===== src/rtl/tw_pkg.sv =====
package tw_pkg;
    localparam int ADDR_W   = 32;
    localparam int L1_IDX_W = 12;
    localparam int L2_IDX_W = 8;
    localparam int N_W      = 3;

    typedef enum logic [1:0] {
        KIND_SECT  = 2'd0,
        KIND_SUPER = 2'd1,
        KIND_LARGE = 2'd2,
        KIND_SMALL = 2'd3
    } tw_kind_e;

    typedef enum logic [2:0] {
        ST_IDLE,
        ST_L1_READ,
        ST_L1_WAIT,
        ST_L2_READ,
        ST_L2_WAIT,
        ST_DONE
    } tw_state_e;

    typedef struct packed {
        logic              fault;
        tw_kind_e          kind;
        logic [ADDR_W-1:0] pa;
        logic              c;
        logic              b;
        logic              s;
        logic [2:0]        ap;
    } tw_result_t;
endpackage


===== src/rtl/tw_l1_addr.sv =====
module tw_l1_addr
    import tw_pkg::*;
#(
    parameter int AW   = ADDR_W,
    parameter int IW   = L1_IDX_W,
    parameter int NW   = N_W
) (
    input  logic [AW-1:0] base,
    input  logic          base_sel,
    input  logic [NW-1:0] n,
    input  logic [IW-1:0] idx,
    output logic [AW-1:0] entry_addr,
    output logic          out_of_range
);
    // base bits below this position are cleared for the full-size table
    localparam int FULL_LOW = IW + 2;
    localparam int SH_W     = $clog2(FULL_LOW + 1);

    logic [SH_W-1:0] low_bits;
    logic [AW-1:0]   base_mask;
    logic [IW-1:0]   idx_limit;

    always_comb begin
        if (base_sel) begin
            low_bits  = SH_W'(FULL_LOW);
            idx_limit = {IW{1'b1}};
        end else begin
            low_bits  = SH_W'(FULL_LOW) - SH_W'(n);
            idx_limit = {IW{1'b1}} >> n;
        end
        base_mask    = {AW{1'b1}} << low_bits;
        out_of_range = (idx > idx_limit);
        entry_addr   = (base & base_mask) | {{(AW-IW-2){1'b0}}, idx, 2'b00};
    end
endmodule


===== src/rtl/tw_desc_decode.sv =====
module tw_desc_decode
    import tw_pkg::*;
#(
    parameter int AW = ADDR_W
) (
    input  logic          level2,
    input  logic [31:0]   desc,
    input  logic [AW-1:0] va,
    output tw_result_t    res,
    output logic          is_table
);
    always_comb begin
        res      = '0;
        is_table = 1'b0;
        res.c    = desc[3];
        res.b    = desc[2];
        if (!level2) begin
            res.s  = desc[16];
            res.ap = {desc[15], desc[11:10]};
            if (desc[1:0] == 2'b00) begin
                res.fault = 1'b1;
            end else if (desc[1]) begin
                if (desc[18]) begin
                    res.kind = KIND_SUPER;
                    res.pa   = {desc[31:24], va[23:0]};
                end else begin
                    res.kind = KIND_SECT;
                    res.pa   = {desc[31:20], va[19:0]};
                end
            end else begin
                is_table = 1'b1;
            end
        end else begin
            res.s  = desc[10];
            res.ap = {desc[9], desc[5:4]};
            if (desc[1:0] == 2'b00) begin
                res.fault = 1'b1;
            end else if (desc[1:0] == 2'b01) begin
                res.kind = KIND_LARGE;
                res.pa   = {desc[31:16], va[15:0]};
            end else begin
                res.kind = KIND_SMALL;
                res.pa   = {desc[31:12], va[11:0]};
            end
        end
        if (res.fault || is_table) begin
            res.c  = 1'b0;
            res.b  = 1'b0;
            res.s  = 1'b0;
            res.ap = '0;
        end
    end
endmodule


===== src/rtl/tw_walker.sv =====
module tw_walker
    import tw_pkg::*;
#(
    parameter int AW  = ADDR_W,
    parameter int IW1 = L1_IDX_W,
    parameter int IW2 = L2_IDX_W,
    parameter int NW  = N_W
) (
    input  logic          clk,
    input  logic          rst_n,
    input  logic          req_valid,
    output logic          req_ready,
    input  logic [AW-1:0] req_va,
    input  logic [AW-1:0] req_base,
    input  logic          req_base_sel,
    input  logic [NW-1:0] req_n,
    output logic          mem_req,
    output logic [AW-1:0] mem_addr,
    input  logic          mem_rvalid,
    input  logic [31:0]   mem_rdata,
    output logic          done,
    output logic          res_fault,
    output logic [1:0]    res_kind,
    output logic [AW-1:0] res_pa,
    output logic          res_c,
    output logic          res_b,
    output logic          res_s,
    output logic [2:0]    res_ap
);
    localparam int L2_LO = 2;
    localparam int L2_HI = L2_LO + IW2;
    localparam int VA_L2 = AW - IW1 - IW2;

    tw_state_e  state, state_nx;
    logic [AW-1:0] va_q, l1_addr_q, l2_addr_q;
    tw_result_t    res_q;

    logic [AW-1:0] l1_addr;
    logic          oor;
    tw_result_t    dec_res;
    logic          dec_table;
    logic          accept;

    assign accept = req_valid && req_ready;

    tw_l1_addr #(.AW(AW), .IW(IW1), .NW(NW)) u_l1 (
        .base         (req_base),
        .base_sel     (req_base_sel),
        .n            (req_n),
        .idx          (req_va[AW-1 -: IW1]),
        .entry_addr   (l1_addr),
        .out_of_range (oor)
    );

    tw_desc_decode #(.AW(AW)) u_dec (
        .level2   (state == ST_L2_WAIT),
        .desc     (mem_rdata),
        .va       (va_q),
        .res      (dec_res),
        .is_table (dec_table)
    );

    // state register
    always_ff @(posedge clk) begin
        if (!rst_n) state <= ST_IDLE;
        else        state <= state_nx;
    end

    // next state
    always_comb begin
        state_nx = state;
        unique case (state)
            ST_IDLE:    if (accept) state_nx = oor ? ST_DONE : ST_L1_READ;
            ST_L1_READ: state_nx = ST_L1_WAIT;
            ST_L1_WAIT: if (mem_rvalid) state_nx = dec_table ? ST_L2_READ : ST_DONE;
            ST_L2_READ: state_nx = ST_L2_WAIT;
            ST_L2_WAIT: if (mem_rvalid) state_nx = ST_DONE;
            ST_DONE:    state_nx = ST_IDLE;
            default:    state_nx = ST_IDLE;
        endcase
    end

    // request latches and result register
    always_ff @(posedge clk) begin
        if (!rst_n) begin
            va_q      <= '0;
            l1_addr_q <= '0;
            l2_addr_q <= '0;
            res_q     <= '0;
        end else begin
            if (state == ST_IDLE && accept) begin
                va_q      <= req_va;
                l1_addr_q <= l1_addr;
                if (oor) begin
                    res_q       <= '0;
                    res_q.fault <= 1'b1;
                end
            end
            if (state == ST_L1_WAIT && mem_rvalid) begin
                if (dec_table)
                    l2_addr_q <= {mem_rdata[AW-1:L2_HI], va_q[AW-IW1-1 -: IW2], 2'b00};
                else
                    res_q <= dec_res;
            end
            if (state == ST_L2_WAIT && mem_rvalid)
                res_q <= dec_res;
        end
    end

    // outputs
    always_comb begin
        req_ready = 1'b0;
        mem_req   = 1'b0;
        mem_addr  = '0;
        done      = 1'b0;
        unique case (state)
            ST_IDLE:    req_ready = 1'b1;
            ST_L1_READ: begin mem_req = 1'b1; mem_addr = l1_addr_q; end
            ST_L2_READ: begin mem_req = 1'b1; mem_addr = l2_addr_q; end
            ST_DONE:    done = 1'b1;
            default:    ;
        endcase
    end

    assign res_fault = res_q.fault;
    assign res_kind  = res_q.kind;
    assign res_pa    = res_q.pa;
    assign res_c     = res_q.c;
    assign res_b     = res_q.b;
    assign res_s     = res_q.s;
    assign res_ap    = res_q.ap;


    done_pulse_chk: assert property (@(posedge clk) disable iff (!rst_n)
        done |=> !done);

    ready_not_done_chk: assert property (@(posedge clk) disable iff (!rst_n)
        done |-> !req_ready);

    oor_no_read_chk: assert property (@(posedge clk) disable iff (!rst_n)
        (accept && oor) |=> (done && res_fault && !mem_req));

    read_pulse_chk: assert property (@(posedge clk) disable iff (!rst_n)
        mem_req |=> !mem_req);

    read_align_chk: assert property (@(posedge clk) disable iff (!rst_n)
        mem_req |-> (mem_addr[1:0] == 2'b00));

    sect_pass_chk: assert property (@(posedge clk) disable iff (!rst_n)
        (done && !res_fault && res_kind == KIND_SECT) |-> (res_pa[AW-IW1-1:0] == va_q[AW-IW1-1:0]));

    small_pass_chk: assert property (@(posedge clk) disable iff (!rst_n)
        (done && !res_fault && res_kind == KIND_SMALL) |-> (res_pa[VA_L2-1:0] == va_q[VA_L2-1:0]));
endmodule


===== config.mk =====
export PLATFORM = sky130hd
export DESIGN_NAME = tw_walker
export DESIGN_NICKNAME = d
export VERILOG_FILES = /design/src/rtl/tw_pkg.sv /design/src/rtl/tw_l1_addr.sv /design/src/rtl/tw_desc_decode.sv /design/src/rtl/tw_walker.sv
export SDC_FILE = /design/constraint.sdc
export NUM_CORES = 1
export LEC_CHECK = 0
export ABC_AREA = 0
export BUFFER_PORTS_ARGS = -buffer_cell sky130_fd_sc_hd__buf_4
export CORE_AREA = 2 2 110 112
export DETAILED_ROUTE_END_ITERATION = 12
export DIE_AREA = 0 0 112 114
export PLACE_DENSITY = 0.81
export SYNTH_ARGS = -nofsm -noshare
export SYNTH_HDL_FRONTEND = slang
export SYNTH_SLANG_ARGS = --single-unit

===== constraint.sdc =====
create_clock -name clk -period 3.1 [get_ports clk]
set_clock_uncertainty 0.15 [all_clocks]
set_input_delay 0.465 -clock clk [delete_from_list [all_inputs] [get_ports clk]]
set_output_delay 0.465 -clock clk [all_outputs]
set_load 0.01 [all_outputs]

==> results.tsv <==
metric	value	unit
post-synthesis net count	792	
Ys Warns	0	
CTS Sinks	130	
Worst setup SP type	flip-flop	
Crit Path Category	reg -> out	
Buffers on Ports	175	
gpl congestion	0.959	
arrival time worst endpoint	1970	ps
cell taking the most area after synthesis	dfxtp_1	
Max VDD drop	0.000338	V
HPWL Detailed	12.2	mm
Root Buffer	clkbuf_16	
fmax	0.387	GHz
ys flop type	dfxtp_1	
grt met1 use	0.328	
Area contributors post-synth	dfxtp_1 45%, nand2_1 11%, a21boi_1 7.6%	
Residual DRC	0	
drt first pass iters	5	
status	completed	
Post-synth EDFFs	0	
final WL	17.1	mm
crit-path max FO	29	
post-place setup slack	166	ps
gr ovfl total	0	
Die X	112	um
post-route setup TNS	0	ps
fin crit share	0.833	
Final Hold Fails	0	
Worst-Skew Late Latency	410	ps
mapped cell area	5770	sq um
row count	40	
worst-margin pin slew	1060	ps
CTS Hold Bufs	0	
Initial Utilization	0.492	
die area	12800	sq um
DIE HEIGHT	114	um
Via density	5.64	
RSZ-0062 raised after global routing	false	
type of the worst min-delay path	in -> reg	
Max-slew headroom	0.296	
leading cell type in the layout, fill and taps excluded	buf_4	
H-tree levels	4	
clock tree buffer depth	2	
layout cells sized above 1	0.272	
ANT nets after route	0	
CTS clk-pin slew, worst paths	60	ps
fin cells	985	
dpl cells	954	
total CTS buffers	17	
Async SR Flop Fraction	0	
maxcap violations	0	
Seq/Total Area, Yosys	0.451	
Cells after Synth	677	
TritonCTS clock tree	done	
DR iter-0 viols	453	
synth-to-layout area growth	33.1	%
WP data required	2480	ps
diode count	0	
post-layout net count	941	
vias post-DR	5553	
# IOs	180	
Leak	3.17	nW
final setup fails	0	
number of post-CTS setup repair buffers	0	
Max Slew Vio Count	0	
first-pass GRT wire length	26.8	mm
initial antenna violation count	0	
synthesized area per cell	8.52	sq um
commonest non-fill, non-tap cells in the layout	185 x buf_4, 162 x nand2_1, 129 x dfxtp_1	
Critical Path End Type	output pin	
cts repair resizes	0	
largest net degree at the start of global routing	48	
FF+latch count, synth	130	
synth unique cells	44	
grt met3 use	0.0569	
Power per Cell Area	568	nW/um^2
vias in the first global route	5430	
share of the synthesized area in the top cell type	0.451	
Avg WL per Cell	17.3	um
Tmin final	2580	ps
CORE AREA	11700	sq um
gr busiest metal	met2	
Worst Slack Setup Final	517	ps
GR Util All Layers	0.264	
met2 Use GR	0.444	
-- metrics by stage --
step,hold WS (ps),power [mW],util,cell area (sq um)
2_1_floorplan,284,2.23,-,5770
3_3_place_gp,290,2.48,0.607,7110
3_5_place_dp,299,2.50,0.607,7110
4_1_cts,109,4.37,0.655,7670
5_1_grt,110,4.51,0.655,7670
6_report,118,4.36,0.655,7670
-- layer usage --
metal	vias up	wire length, um	share of wire
met3	42	1120	0.066
met4	0	477	0.028
met5	-	0	0
met1	2653	7200	0.42
met2	216	8280	0.48
li1	2642	-	-
-- cell usage after synthesis, drive strengths merged (2+ instances only) --
master  number
o22ai       13
nand3b       2
nand3       14
and2         4
nor3         8
a32oi        8
nor2b        4
o311a        3
or2          2
clkbuf      32
a22oi        5
nand2      163
nand2b       6
dfxtp      130
nor3b        4
mux2i       32
a21oi       32
inv          6
nor2        42
buf         24
and3         2
a22o        26
ha          11
o21ai       19
nand4        3
a21boi      72
-- state kept, by name, indices dropped and copies added (netlist names) --
name,count
res_kind,2
res_pa,32
va_q,24
l2_addr_q,30
res_ap,3
res_s,1
res_fault,1
res_c,1
l1_addr_q,32
state,3
res_b,1
-- area by class of cell --
class	instances	area [sq um]
inverters	6	22.5
well taps	147	184
multi-input cells	485	2890
repair buffers	186	1410
fillers	955	4040
clock inverters	12	109
clock buffers	19	453
flip-flops and latches	130	2600
-- where the power goes --
part           leakage (nW)  total [mW]  switching, mW  internal [mW]
Combinational          1.85       0.654          0.370          0.284
Sequential             1.06        1.82         0.0646           1.76
Clock                 0.264        1.88          0.740           1.14
-- worst max-delay path, cell delays in order (launching register included) --
cell     delay (ps)
dfxtp_2         510
buf_4           510
mux2i_1         290
nor2_1           80
buf_4           160
-- final timing paths --
path,start,end,slack [ps],cells past startpoint
setup / recovery,state[1],mem_addr[11],520,4
hold / removal,mem_rdata[2],res_b,120,2
setup reg to reg,state[2],res_pa[28],760,5
hold reg to reg,l2_addr_q[2],l2_addr_q[2],310,2
-- cells by family (layout without fill, tap and decap cells) --
logic type	after synthesis	after routing	synth area share
flip-flops	130	130	0.451
AO/OA/AOI/OAI	184	184	0.229
buffers and inverters	62	223	0.0486
AND/OR/NAND/NOR	258	258	0.191
adder cells (fa/ha/maj)	11	11	0.0239
multiplexers	32	32	0.0556
Note: power is estimated with default switching activity, not from simulation.
